### src/rtl/lockTimeoutPkg.sv
package lockTimeoutPkg;
  localparam int unsigned TOV_W  = 6;
  localparam int unsigned MULT_W = 2;
  localparam int unsigned IDX_W  = 4;
  localparam int unsigned LIM_W  = TOV_W + (1 << MULT_W) - 1;

  typedef struct packed {
    logic             tick;
    logic             raise;
    logic [IDX_W-1:0] raiseIdx;
    logic [LIM_W-1:0] limit;
  } ctrlStrobes_t;

  function automatic logic [LIM_W-1:0] alarmLimit(input logic [TOV_W-1:0] tov,
                                                   input logic [MULT_W-1:0] code);
    return LIM_W'(tov) << code;
  endfunction
endpackage

### src/rtl/lockTimeoutCtrl.sv
module lockTimeoutCtrl
  import lockTimeoutPkg::*;
#(
  parameter int unsigned NUM_INPUTS = 14
) (
  input  logic              clk,
  input  logic              rstN,
  input  logic              secTick,
  input  logic              pathIsPrimary,
  input  logic              primaryLocked,
  input  logic [IDX_W-1:0]  selIndex,
  input  logic [TOV_W-1:0]  timeoutVal,
  input  logic [MULT_W-1:0] multCode,
  output ctrlStrobes_t      strobes
);
  logic [IDX_W-1:0] prevIndex;
  logic [LIM_W-1:0] lockTimer;
  logic [LIM_W-1:0] limit;
  logic             indexValid;
  logic             armed;
  logic             expire;

  assign limit      = alarmLimit(timeoutVal, multCode);
  assign indexValid = (selIndex != '0) && (selIndex <= IDX_W'(NUM_INPUTS));
  // The timer runs only on the main path, while unlocked, on a stable valid index.
  assign armed      = pathIsPrimary && !primaryLocked && indexValid &&
                      (limit != '0) && (selIndex == prevIndex);
  assign expire     = armed && secTick && (lockTimer >= limit - LIM_W'(1));

  always_ff @(posedge clk) begin
    if (!rstN) begin
      prevIndex <= '0;
      lockTimer <= '0;
    end else begin
      prevIndex <= selIndex;
      if (!armed) begin
        lockTimer <= '0;
      end else if (secTick) begin
        lockTimer <= expire ? '0 : lockTimer + LIM_W'(1);
      end
    end
  end

  always_comb begin
    strobes.tick     = secTick;
    strobes.raise    = expire;
    strobes.raiseIdx = selIndex;
    strobes.limit    = limit;
  end
endmodule

### src/rtl/lockTimeoutDatapath.sv
module lockTimeoutDatapath
  import lockTimeoutPkg::*;
#(
  parameter int unsigned NUM_INPUTS = 14
) (
  input  logic                  clk,
  input  logic                  rstN,
  input  ctrlStrobes_t          strobes,
  input  logic                  autoClear,
  input  logic [NUM_INPUTS-1:0] clearStrobe,
  output logic [NUM_INPUTS-1:0] alarm
);
  for (genvar g = 0; g < NUM_INPUTS; g++) begin : gSlot
    logic [LIM_W-1:0] countdown;
    logic             alarmQ;
    logic             hit;
    logic             swClr;
    logic             autoDone;

    assign hit      = strobes.raise && (strobes.raiseIdx == IDX_W'(g + 1));
    assign swClr    = !autoClear && clearStrobe[g];
    assign autoDone = autoClear && strobes.tick && alarmQ && (countdown <= LIM_W'(1));

    always_ff @(posedge clk) begin
      if (!rstN) begin
        alarmQ    <= 1'b0;
        countdown <= '0;
      end else if (hit) begin
        alarmQ    <= 1'b1;           // a raise beats any clear in the same cycle
        countdown <= strobes.limit;
      end else if (swClr || autoDone) begin
        alarmQ    <= 1'b0;
        countdown <= '0;
      end else if (autoClear && strobes.tick && alarmQ) begin
        countdown <= countdown - LIM_W'(1);
      end
    end

    assign alarm[g] = alarmQ;
  end
endmodule

### src/rtl/lockTimeoutAlarm.sv
module lockTimeoutAlarm
  import lockTimeoutPkg::*;
#(
  parameter int unsigned NUM_INPUTS = 14
) (
  input  logic                  clk,
  input  logic                  rstN,
  input  logic                  secTick,
  input  logic                  pathIsPrimary,
  input  logic                  primaryLocked,
  input  logic [IDX_W-1:0]      selIndex,
  input  logic [TOV_W-1:0]      timeoutVal,
  input  logic [MULT_W-1:0]     multCode,
  input  logic                  autoClear,
  input  logic [NUM_INPUTS-1:0] clearStrobe,
  output logic [NUM_INPUTS-1:0] alarm,
  output logic [NUM_INPUTS-1:0] qualMask
);
  ctrlStrobes_t strobes;

  lockTimeoutCtrl #(.NUM_INPUTS(NUM_INPUTS)) ctrl_i (
    .clk          (clk),
    .rstN         (rstN),
    .secTick      (secTick),
    .pathIsPrimary(pathIsPrimary),
    .primaryLocked(primaryLocked),
    .selIndex     (selIndex),
    .timeoutVal   (timeoutVal),
    .multCode     (multCode),
    .strobes      (strobes)
  );

  lockTimeoutDatapath #(.NUM_INPUTS(NUM_INPUTS)) dp_i (
    .clk        (clk),
    .rstN       (rstN),
    .strobes    (strobes),
    .autoClear  (autoClear),
    .clearStrobe(clearStrobe),
    .alarm      (alarm)
  );

  assign qualMask = ~alarm;
endmodule

### config.mk
export PLATFORM = sky130hd
export DESIGN_NAME = lockTimeoutAlarm
export DESIGN_NICKNAME = d
export VERILOG_FILES = /design/src/rtl/lockTimeoutPkg.sv /design/src/rtl/lockTimeoutCtrl.sv /design/src/rtl/lockTimeoutDatapath.sv /design/src/rtl/lockTimeoutAlarm.sv
export SDC_FILE = /design/constraint.sdc
export NUM_CORES = 1
export LEC_CHECK = 0
export ABC_AREA = 1
export CAP_MARGIN = 40
export CORE_MARGIN = 5
export CORE_UTILIZATION = 56
export CTS_CLUSTER_DIAMETER = 120
export DETAILED_ROUTE_END_ITERATION = 8
export PLACE_DENSITY = 0.78
export SLEW_MARGIN = 20
export SYNTH_ARGS = -nofsm -noshare
export SYNTH_HDL_FRONTEND = slang
export SYNTH_SLANG_ARGS = --single-unit
export TNS_END_PERCENT = 50
### constraint.sdc
create_clock -name clk -period 3.4 [get_ports clk]
set_input_delay 0.34 -clock clk [delete_from_list [all_inputs] [get_ports clk]]
set_output_delay 0.34 -clock clk [all_outputs]
set_load 0.1 [all_outputs]
Word-level counts from Yosys, hierarchy flattened
Cells that the tools add are included.
- add/subtract/negate cells: 16
- $mul: 0
- div/mod/pow operators: 0
- magnitude comparators: 16
- equal/unequal tests: 15
- shift operators: 1
- mux-type cells: 71
- bitwise operators: 1
- reductions and logical operators: 111
- operators by type and width (cell ; number):
    9-bit 2-to-1 mux ; 43
    9-bit by 1-bit subtractor with 9-bit output, second input constant ; 15
    9-bit by 1-bit <= comparator with 1-bit output, second input constant ; 14
    1-bit logical AND ; 64
    3-bit nonzero test ; 14
    4-bit == test, second input constant ; 7
    1-bit 2-to-1 mux ; 28
    2-bit nonzero test ; 14
    4-bit by 3-bit == test with 1-bit output, second input constant ; 4
    1-bit logical OR ; 14
    14-bit NOT ; 1
    9-bit by 1-bit adder with 9-bit output, second input constant ; 1
    9-bit greater-or-equal comparator ; 1
    9-bit nonzero test ; 1
    6-bit by 2-bit left shift with 9-bit output ; 1
    4-bit by 2-bit == test with 1-bit output, second input constant ; 2
    4-bit by 1-bit == test with 1-bit output, second input constant ; 1
    4-bit == test ; 1
    4-bit <= comparator, second input constant ; 1
    4-bit nonzero test ; 1
    1-bit logical NOT ; 2
    2-bit AND reduction ; 1
- bits in registers: 153
- bits in latches: 0
- memory bits (writable): 0
- memory bits (read-only): 0
- bits of input ports: 32
- output and inout port bits: 28
- memories: 0

Depth between registers and ports, before layout
Gate-level depths: netlist of the first run.
- depth in word-level cells: 9
- mapped depth: 23

Modules after synthesis
Synthesis of the first run repeated with hierarchy kept, for this count alone.
- cells, all modules: 1896
- area total of the unflattened synthesis: 11428.5 um2
- by module, submodules not included (module ; times used ; cells an instance ; area each (um2) ; seq. area each (um2)):
    lockTimeoutDatapath ; 1 ; 1673 ; 9885.7 ; 2802.7
    lockTimeoutCtrl ; 1 ; 209 ; 1490.2 ; 260.2
    lockTimeoutAlarm ; 1 ; 14 ; 52.6 ; 0.0

Worst setup path before layout of the first run
OpenSTA, ideal clock, no wires.
- path type: input -> register
- from: input multCode[1]
- to: register dp_i.gSlot[0].countdown[0]
- library setup time: 0.064 ns
- arrival time: 3.227 ns
- data required time: 3.336 ns
- slack: 0.109 ns
- stages: 20
- cells stage by stage: buf_4 inv_2 nand3_2 nand2_4 clkinv_1 nor3_1 nand3_1 nor3_1 xor2_1 ha_1 nand2_1 nor2_1 nand3b_1 nand4_1 buf_4 nand4_4 buf_6 nand2_1 nand3_1 nor2_1
- cells in the longest elaborated chain, start to end: 8
- elaborated cells on any way between the ends: 11
- classes of those cells: add/sub: 1; order compare: 1; shift: 1; mux: 1; reduce/logical: 7
- RTL lines (element ; line ; RTL):
    start: declaration ; lockTimeoutAlarm.sv:13 ; input logic [MULT_W-1:0] multCode,
    6-bit by 2-bit left shift with 9-bit output * ; lockTimeoutPkg.sv:16 ; return LIM_W'(tov) << code;
    branches (longest 7 deep; another with 9-bit by 1-bit subtractor with 9-bit output) ; -- ;
    end signal: assignment ; lockTimeoutDatapath.sv:30 ; countdown <= strobes.limit;
    end signal: assignment ; lockTimeoutDatapath.sv:35 ; countdown <= countdown - LIM_W'(1);
    end: declaration ; lockTimeoutDatapath.sv:14 ; logic [LIM_W-1:0] countdown;
Mark *: on every way between the ends.
A chain may end at the register's enable or synchronous reset.

Worst setup path in the final report of the first run
- from: input multCode[1]
- to: register dp_i.gSlot[7].countdown[0]
- cells in the longest elaborated chain, start to end: 8
- elaborated cells on any way between the ends: 11
- classes of those cells: add/sub: 1; order compare: 1; shift: 1; mux: 1; reduce/logical: 7
- RTL lines (element ; line):
    6-bit by 2-bit left shift with 9-bit output * ; lockTimeoutPkg.sv:16
    branches (longest 7 deep; another with 9-bit by 1-bit subtractor with 9-bit output) ; --
    end signal: assignment ; lockTimeoutDatapath.sv:30
    end signal: assignment ; lockTimeoutDatapath.sv:35
    end: declaration ; lockTimeoutDatapath.sv:14
Marks and branches as above.

==> key figures, run 1 <==
Logic synthesis
  • Mux contribution to synthesized area: 0%
  • Cell types occupying the most area after synthesis: sky130_fd_sc_hd__dfxtp_1 25%, sky130_fd_sc_hd__nand2_1 16%, sky130_fd_sc_hd__nand3_1 13%, sky130_fd_sc_hd__inv_1 9.1%, sky130_fd_sc_hd__nor2_1 9.1%
  • Post-synthesis cell type with the largest combined area: sky130_fd_sc_hd__dfxtp_1
  • Combinational family with the most area after synthesis: simple AND/OR/NAND/NOR gates
  • Synth Area in Adders: 4.13%
  • Synth Warn #: 0
  • Share of async-settable or async-resettable flops after synthesis: 0%
  • Syn Std Cell Area: 12100 um^2
  • Top-area cell type share of the netlist area: 25.3%
  • Number of nets in the synthesized netlist: 2111
  • Netlist cell types: 39
  • Mean Syn Cell Area: 5.94 um^2
  • Simple logic cell fraction of the synthesized area: 43.4%
  • Post-synthesis cell count: 2039
  • Proportion of synthesized chip area in sequential cells: 25.3%
  • Xor/xnor cell area share of the yosys netlist: 6.50%
  • Ys flop type: sky130_fd_sc_hd__dfxtp_1
  • Area fraction in compound gates after synthesis: 6.97%
  • Number of enable-type register cells in the synthesized netlist: 0
  • Flip-flop and latch count after synthesis: 153

Clocking
  • Root Buffer: sky130_fd_sc_hd__clkbuf_16
  • # clock sinks: 153
  • Clock Tree Buf Depth: 2
  • Clock transition at the register clock pins on the worst setup and hold paths after CTS: 0.07 ns
  • Clock buffers created by TritonCTS: 17
  • Clock Latency Late Sink: 0.44 ns
  • TritonCTS clock tree: done
  • CTS H-tree lvls: 4
  • Hold buffer count at cts: 0

Setup path
  • Worst-path maximum fanout: 16
  • Origin of the critical flop-to-flop path: ctrl_i.lockTimer[4]
  • Cell with the biggest individual delay on the critical path: sky130_fd_sc_hd__clkdlybuf4s50_1
  • Arrival time reported for the critical path endpoint: 3.54 ns
  • CP Launch Type: input pin
  • Most frequent CP cell: sky130_fd_sc_hd__nor2_1
  • Reg-to-reg slack, setup: 1.22 ns
  • Nature of the critical path endpoint: flop
  • Worst endpoint required time: 3.78 ns
  • Slowest Stage Delay on Critical Path: 0.48 ns
  • Crit-path cells: clkdlybuf4s50_1 > buf_4 > nor2_1 > inv_1 > ha_1 > nand2_1 > nor2_1 > xor2_1 > ha_1 > nand2_1 > nor2_1 > nand3b_1 > nand4_1 > buf_4 > nand4_1 > buf_12 > nand2_1 > nor2_1 > nor2_1
  • Critical path class: in -> reg
  • Start point of the critical path: multCode[1]

Layout
  • Most common cell after layout, fill and taps aside: sky130_fd_sc_hd__nand2_1
  • Non-filler instance count after layout: 2438
  • Final std cell area, no fill: 14500 um^2
  • Commonest cells after routing, fill and taps aside: 523 x sky130_fd_sc_hd__nand2_1, 303 x sky130_fd_sc_hd__nand3_1, 295 x sky130_fd_sc_hd__inv_1, 295 x sky130_fd_sc_hd__nor2_1, 153 x sky130_fd_sc_hd__dfxtp_1
  • Number of nets in the finished design: 2222
  • Synth-to-Final Area Change: 19.2%
  • Fillers: 1886
  • Fraction of final layout cells with drive strength greater than 1: 8.37%
  • FF+latch area: 3060 um^2
  • Area of the multi-input gates: 7430 um^2
  • Number of antenna cells inserted: 0

STA
  • Actual slew at the worst max-slew pin: 0.673 ns
  • Total setup violations reported at the end of the flow: 0
  • Fmax: 0.317 GHz
  • Final worst clock skew: 0.0133 ns
  • RSZ-0062 raised after global routing: false
  • Sum Neg Setup Slack: 0 ns
  • Fin. max-slew vios: 0
  • Final period utilization: 92.8%
  • Min Clock Period, post-route: 3.16 ns
  • Fin. Hold Viols: 0
  • Relative max-transition margin: 55.1%

Global route
  • Overall routing resource usage: 27.2%
  • Pin count of the biggest net entering global routing: 131
  • Remaining global-route overflow: 0
  • Number of global-route vias before repair: 12000
  • Global-route wire length before repair: 55800 um
  • Number of antenna violations at the first check in global routing: 0

Placed design
  • Gp weighted congestion: 0.888
  • Count of placed standard cells including taps: 2398
  • HPWL after DPL: 22700 um
  • Port bufs: 59
  • Cell area after placement: 13700 um^2

Floorplanning
  • Initial Utilization: 57.3%
  • DIE AREA: 24700 um^2
  • Number of rows created at floorplan: 53
  • Height of the die: 157 um
  • I/O pin count: 60
  • Chip Width: 157 um
  • Core Footprint: 21200 um^2

Detailed routing
  • Drt drc: 0
  • Vias per inst: 5.34
  • Initial DRT Pass Iterations: 6
  • Detail Route Antenna Nets: 0
  • Wire length reported by the detailed router: 33900 um
  • Detailed-route via count: 13000
  • Mean routed wirelength per cell: 13.9 um
  • Starting DRC count in detailed routing: 1018

Power and ir drop
  • Peak supply drop: 344 uV
  • P per Cell Area: 380 nW/um^2
  • Leakage dissipation: 7.91 nW

Run
  • Total of max-cap violations: 0

Run status
  • Status: completed

Hold path
  • Hold Startpoint: rstN
  • Type of the tightest min-delay check: in -> reg
## metrics by stage
stage	worst slack [ns]	util (%)	power, W	hold slack [ns]
finish	0.243	68.3	0.00550	0.453
global route	0.0481	68.3	0.00579	0.501
CTS	0.0530	67.7	0.00549	0.458
detailed placement	-0.370	64.5	0.00334	0.473
global placement	-0.218	62.6	0.00330	0.468
floorplan	0.109	-	0.00300	0.433
## routing by layer
metal	routed length (um)	part of all wire, %	GRT usage (%)
met5	0	0	0
met4	1040	3.1	10.2
met2	15700	46	46.7
met3	2730	8.0	4.37
met1	14400	42	34.4
## final timing paths
| kind | endpoint | depth (start not counted) |
|---|---|---|
| worst max-delay path | dp_i.gSlot[7].countdown[0] | 19 |
| worst min-delay path | ctrl_i.lockTimer[1] | 5 |
| worst max register to register | dp_i.gSlot[7].countdown[0] | 11 |
| worst min register to register | dp_i.gSlot[13].alarmQ | 2 |
## timing repair
| item | 4_1_cts | 5_1_grt |
|---|---|---|
| endpoints found under the setup margin | 0 | 139 |
| hold endpoints to repair | 0 | 0 |
| gates resized for setup | 0 | 3 |
| buffers inserted | 0 | 4 |
## flip-flops by register name, summed over array words and instances, names as in the netlist
signal	flops
dp_i.gSlot.countdown	126
ctrl_i.prevIndex	4
ctrl_i.lockTimer	9
dp_i.gSlot.alarmQ	14
## critical path, delay by kind of cell
family / cells / cell delay (ns)
adder cells (fa/ha/maj): 2 / 0.53
buffers and inverters: 5 / 1.20
AND/OR/NAND/NOR: 11 / 1.32
XOR/XNOR: 1 / 0.14
## report_power, final
| group | total [W] | internal, W | switching (W) | leakage (nW) |
|---|---|---|---|---|
| Sequential | 0.00199 | 0.00191 | 0.0000853 | 1.26 |
| Clock | 0.00216 | 0.00133 | 0.000835 | 0.321 |
| Combinational | 0.00134 | 0.000508 | 0.000832 | 6.33 |
## cell usage after synthesis (19+ instances only)
cell and number:
sky130_fd_sc_hd__nand2_1 523, sky130_fd_sc_hd__nand3_1 303, sky130_fd_sc_hd__inv_1 295, sky130_fd_sc_hd__nor2_1 295, sky130_fd_sc_hd__dfxtp_1 153, sky130_fd_sc_hd__o21ai_0 111, sky130_fd_sc_hd__xor2_1 71, sky130_fd_sc_hd__a21oi_1 45
sky130_fd_sc_hd__ha_1 40, sky130_fd_sc_hd__nor3_1 31, sky130_fd_sc_hd__buf_2 28, sky130_fd_sc_hd__xnor2_1 19
## kinds of logic (layout without fill, tap and decap cells)
group,Yosys count,count (layout)
compound gates,164,164
xor+xnor,90,90
fa+ha+maj,40,40
buf+inv,386,508
flops,153,153
simple gates,1206,1208
## final cells by class
cell class	instances	area share, %
Clock buffer	18	3.04
Clock inverter	14	1.52
Inverter	314	8.19
Multi-Input combinational cell	1502	51.4
Sequential cell	153	21.2
Tap cell	275	2.38
Timing Repair Buffer	162	12.3
Power figures use the tool's default switching activity.
==> inputs of run 2 (changes only) <==
--- a/config.mk
+++ b/config.mk
@@ -8,10 +8,12 @@
 export ABC_AREA = 1
 export CAP_MARGIN = 40
 export CORE_MARGIN = 5
-export CORE_UTILIZATION = 56
+export CORE_UTILIZATION = 57
+export CTS_BUF_LIST = sky130_fd_sc_hd__clkbuf_8
 export CTS_CLUSTER_DIAMETER = 120
 export DETAILED_ROUTE_END_ITERATION = 8
-export PLACE_DENSITY = 0.78
+export GPL_ROUTABILITY_DRIVEN = 0
+export PLACE_DENSITY = 0.79
 export SLEW_MARGIN = 20
 export SYNTH_ARGS = -nofsm -noshare
 export SYNTH_HDL_FRONTEND = slang
==> run 2 against run 1 <==
Sequential cell count is the same. Highest routed layer is now met5. Sequential share of layout area is 0.41 points higher. Non-clock buffer count up 5. Critical path depth increased by 1. Total power down 14%. Routed wire length fell by 0.72%. Combinational power about the same.
==> key figures, run 2 (same netlist as run 1, synthesis figures left out) <==
Run status
  • Status: completed

Global route
  • Pin count of the biggest net entering global routing: 50
  • Number of global-route vias before repair: 12000
  • Remaining global-route overflow: 0
  • Global-route wire length before repair: 55900 um
  • Number of antenna violations at the first check in global routing: 1
  • Overall routing resource usage: 27.4%

Setup path
  • Crit-path cells: clkdlybuf4s50_1 > nand2_1 > buf_4 > nor2_1 > inv_1 > ha_1 > nand2_1 > nor2_1 > xor2_1 > ha_1 > nand2_1 > nor2_1 > nand2_1 > nand4_1 > buf_4 > buf_4 > nand4_2 > nand3_1 > nand2_1 > nor2_1
  • Worst reg2reg path depth: 10
  • Most frequent CP cell: sky130_fd_sc_hd__nand2_1
  • Reg-to-reg slack, setup: 1.19 ns
  • CP Launch Type: input pin
  • Worst endpoint required time: 3.81 ns
  • Worst-path maximum fanout: 9
  • Critical path class: in -> reg
  • Cell family contributing the most delay on the critical path: simple AND/OR/NAND/NOR gates
  • Origin of the critical flop-to-flop path: ctrl_i.lockTimer[8]
  • Slowest Stage Delay on Critical Path: 0.51 ns
  • Levels on crit path: 20
  • Cell with the biggest individual delay on the critical path: sky130_fd_sc_hd__clkdlybuf4s50_1
  • Nature of the critical path endpoint: flop
  • FF-to-FF End: dp_i.gSlot[9].countdown[6]
  • Arrival time reported for the critical path endpoint: 3.62 ns
  • Buf/Inv on CP: 5

STA
  • Fin. Hold Viols: 0
  • Relative max-transition margin: 44.3%
  • Min Clock Period, post-route: 3.21 ns
  • Final period utilization: 94.4%
  • Actual slew at the worst max-slew pin: 0.834 ns
  • Minimum setup slack in the final design: 0.192 ns
  • Fmax: 0.312 GHz
  • Final worst clock skew: 0.0153 ns
  • Total setup violations reported at the end of the flow: 0
  • Fin. max-slew vios: 0

Floorplanning
  • DIE AREA: 24300 um^2
  • Chip Width: 156 um
  • Core Footprint: 21000 um^2
  • Initial Utilization: 57.8%
  • Height of the die: 156 um
  • I/O pin count: 60
  • Number of rows created at floorplan: 53

Detailed routing
  • Mean routed wirelength per cell: 13.8 um
  • Detail Route Antenna Nets: 0
  • Vias per inst: 5.29
  • Wire length reported by the detailed router: 33700 um
  • Initial DRT Pass Iterations: 6
  • Drt drc: 0
  • Starting DRC count in detailed routing: 1101
  • Detailed-route via count: 12900

Placed design
  • Port bufs: 59
  • Count of placed standard cells including taps: 2407
  • Placement Setup Slack: -0.422 ns
  • Cell area after placement: 13700 um^2
  • HPWL after DPL: 23200 um

Power and ir drop
  • Leakage dissipation: 7.79 nW
  • Peak supply drop: 248 uV
  • P per Cell Area: 332 nW/um^2

Layout
  • Register with the highest flop count: dp_i.gSlot.countdown
  • Number of nets in the finished design: 2227
  • Synth-to-Final Area Change: 17.0%
  • Non-filler instance count after layout: 2441
  • Most common cell after layout, fill and taps aside: sky130_fd_sc_hd__nand2_1
  • Fraction of final layout cells with drive strength greater than 1: 8.49%
  • Commonest cells after routing, fill and taps aside: 523 x sky130_fd_sc_hd__nand2_1, 303 x sky130_fd_sc_hd__nand3_1, 296 x sky130_fd_sc_hd__inv_1, 295 x sky130_fd_sc_hd__nor2_1, 153 x sky130_fd_sc_hd__dfxtp_1
  • Final std cell area, no fill: 14200 um^2
  • Number of antenna cells inserted: 0
  • Number of flip-flops under the largest register name: 126
  • Registers with the most flip-flops: dp_i.gSlot.countdown x126, dp_i.gSlot.alarmQ x14, ctrl_i.lockTimer x9

Clocking
  • Hold buffer count at cts: 0
  • Root Buffer: sky130_fd_sc_hd__clkbuf_8
  • CTS H-tree lvls: 4
  • # clock sinks: 153
  • TritonCTS clock tree: done
  • Clock buffers created by TritonCTS: 17
  • Clock Tree Buf Depth: 2
  • Clock transition at the register clock pins on the worst setup and hold paths after CTS: 0.09 ns
  • Clock Latency Late Sink: 0.47 ns

Hold path
  • Hold Startpoint: rstN
  • Number of cells on the worst hold path: 3
  • Capture endpoint of the worst hold path: dp_i.gSlot[9].countdown[3]
  • Type of the tightest min-delay check: in -> reg

Run
  • Total of max-cap violations: 0
## run 2: power by group
group	internal (W)	leakage, nW	switching (W)
Clock	0.000662	0.190	0.000709
Combinational	0.000509	6.34	0.000832
Sequential	0.00190	1.26	0.0000847
## run 2: per-stage QoR
step	hold slack, ns	total power [W]	utilization [%]	TNS (ns)
final	0.345	0.00470	67.6	0
after global routing	0.339	0.00500	67.6	-0.0346
after floorplan	0.433	0.00300	-	0
after global placement	0.467	0.00331	63.3	-24.70
after detailed placement	0.473	0.00334	65.6	-46.73
after CTS	0.337	0.00470	67.4	0
## run 2: routing by layer
layer	wire length (um)	share of wire [%]	vias up	GRT usage, %
met3	2360	7.0	52	4.99
met2	15900	47	413	45.9
met1	14700	44	5848	36.2
li1	-	-	6606	-
met5	11	0.033	-	0
met4	664	2.0	2	8.00
## run 2: area by class of cell
cell class / instances / area, um^2
Timing Repair Buffer: 167 / 1780
Fill cell: 1906 / 6780
Sequential cell: 153 / 3060
Tap cell: 275 / 344
Multi-Input combinational cell: 1502 / 7430
Clock buffer: 22 / 303
Inverter: 314 / 1180
Clock inverter: 8 / 71.3
## run 2: worst reg2reg max path: cells and delay by family, from the launching register on
kind            cells  cell delay [ns]
compound gates      1             0.19
buf+inv             2             0.47
simple gates        6             0.78
flops               1             0.34
fa+ha+maj           1             0.33
## run 2: worst max-delay path by stage
stage	to	start
2_1_floorplan	dp_i.gSlot[0].countdown[0]	multCode[1]
3_3_place_gp	dp_i.gSlot[13].countdown[4]	multCode[0]
3_5_place_dp	dp_i.gSlot[13].countdown[7]	multCode[0]
4_1_cts	dp_i.gSlot[5].countdown[4]	multCode[0]
5_1_grt	dp_i.gSlot[9].countdown[6]	timeoutVal[0]
6_report	dp_i.gSlot[10].countdown[7]	timeoutVal[0]
## run 2: repair_timing
item / CTS / global route
buffers inserted: 0 / 2
setup endpoints to repair: 0 / 136
gates resized for setup: 0 / 4
endpoints found under the hold margin: 0 / 0
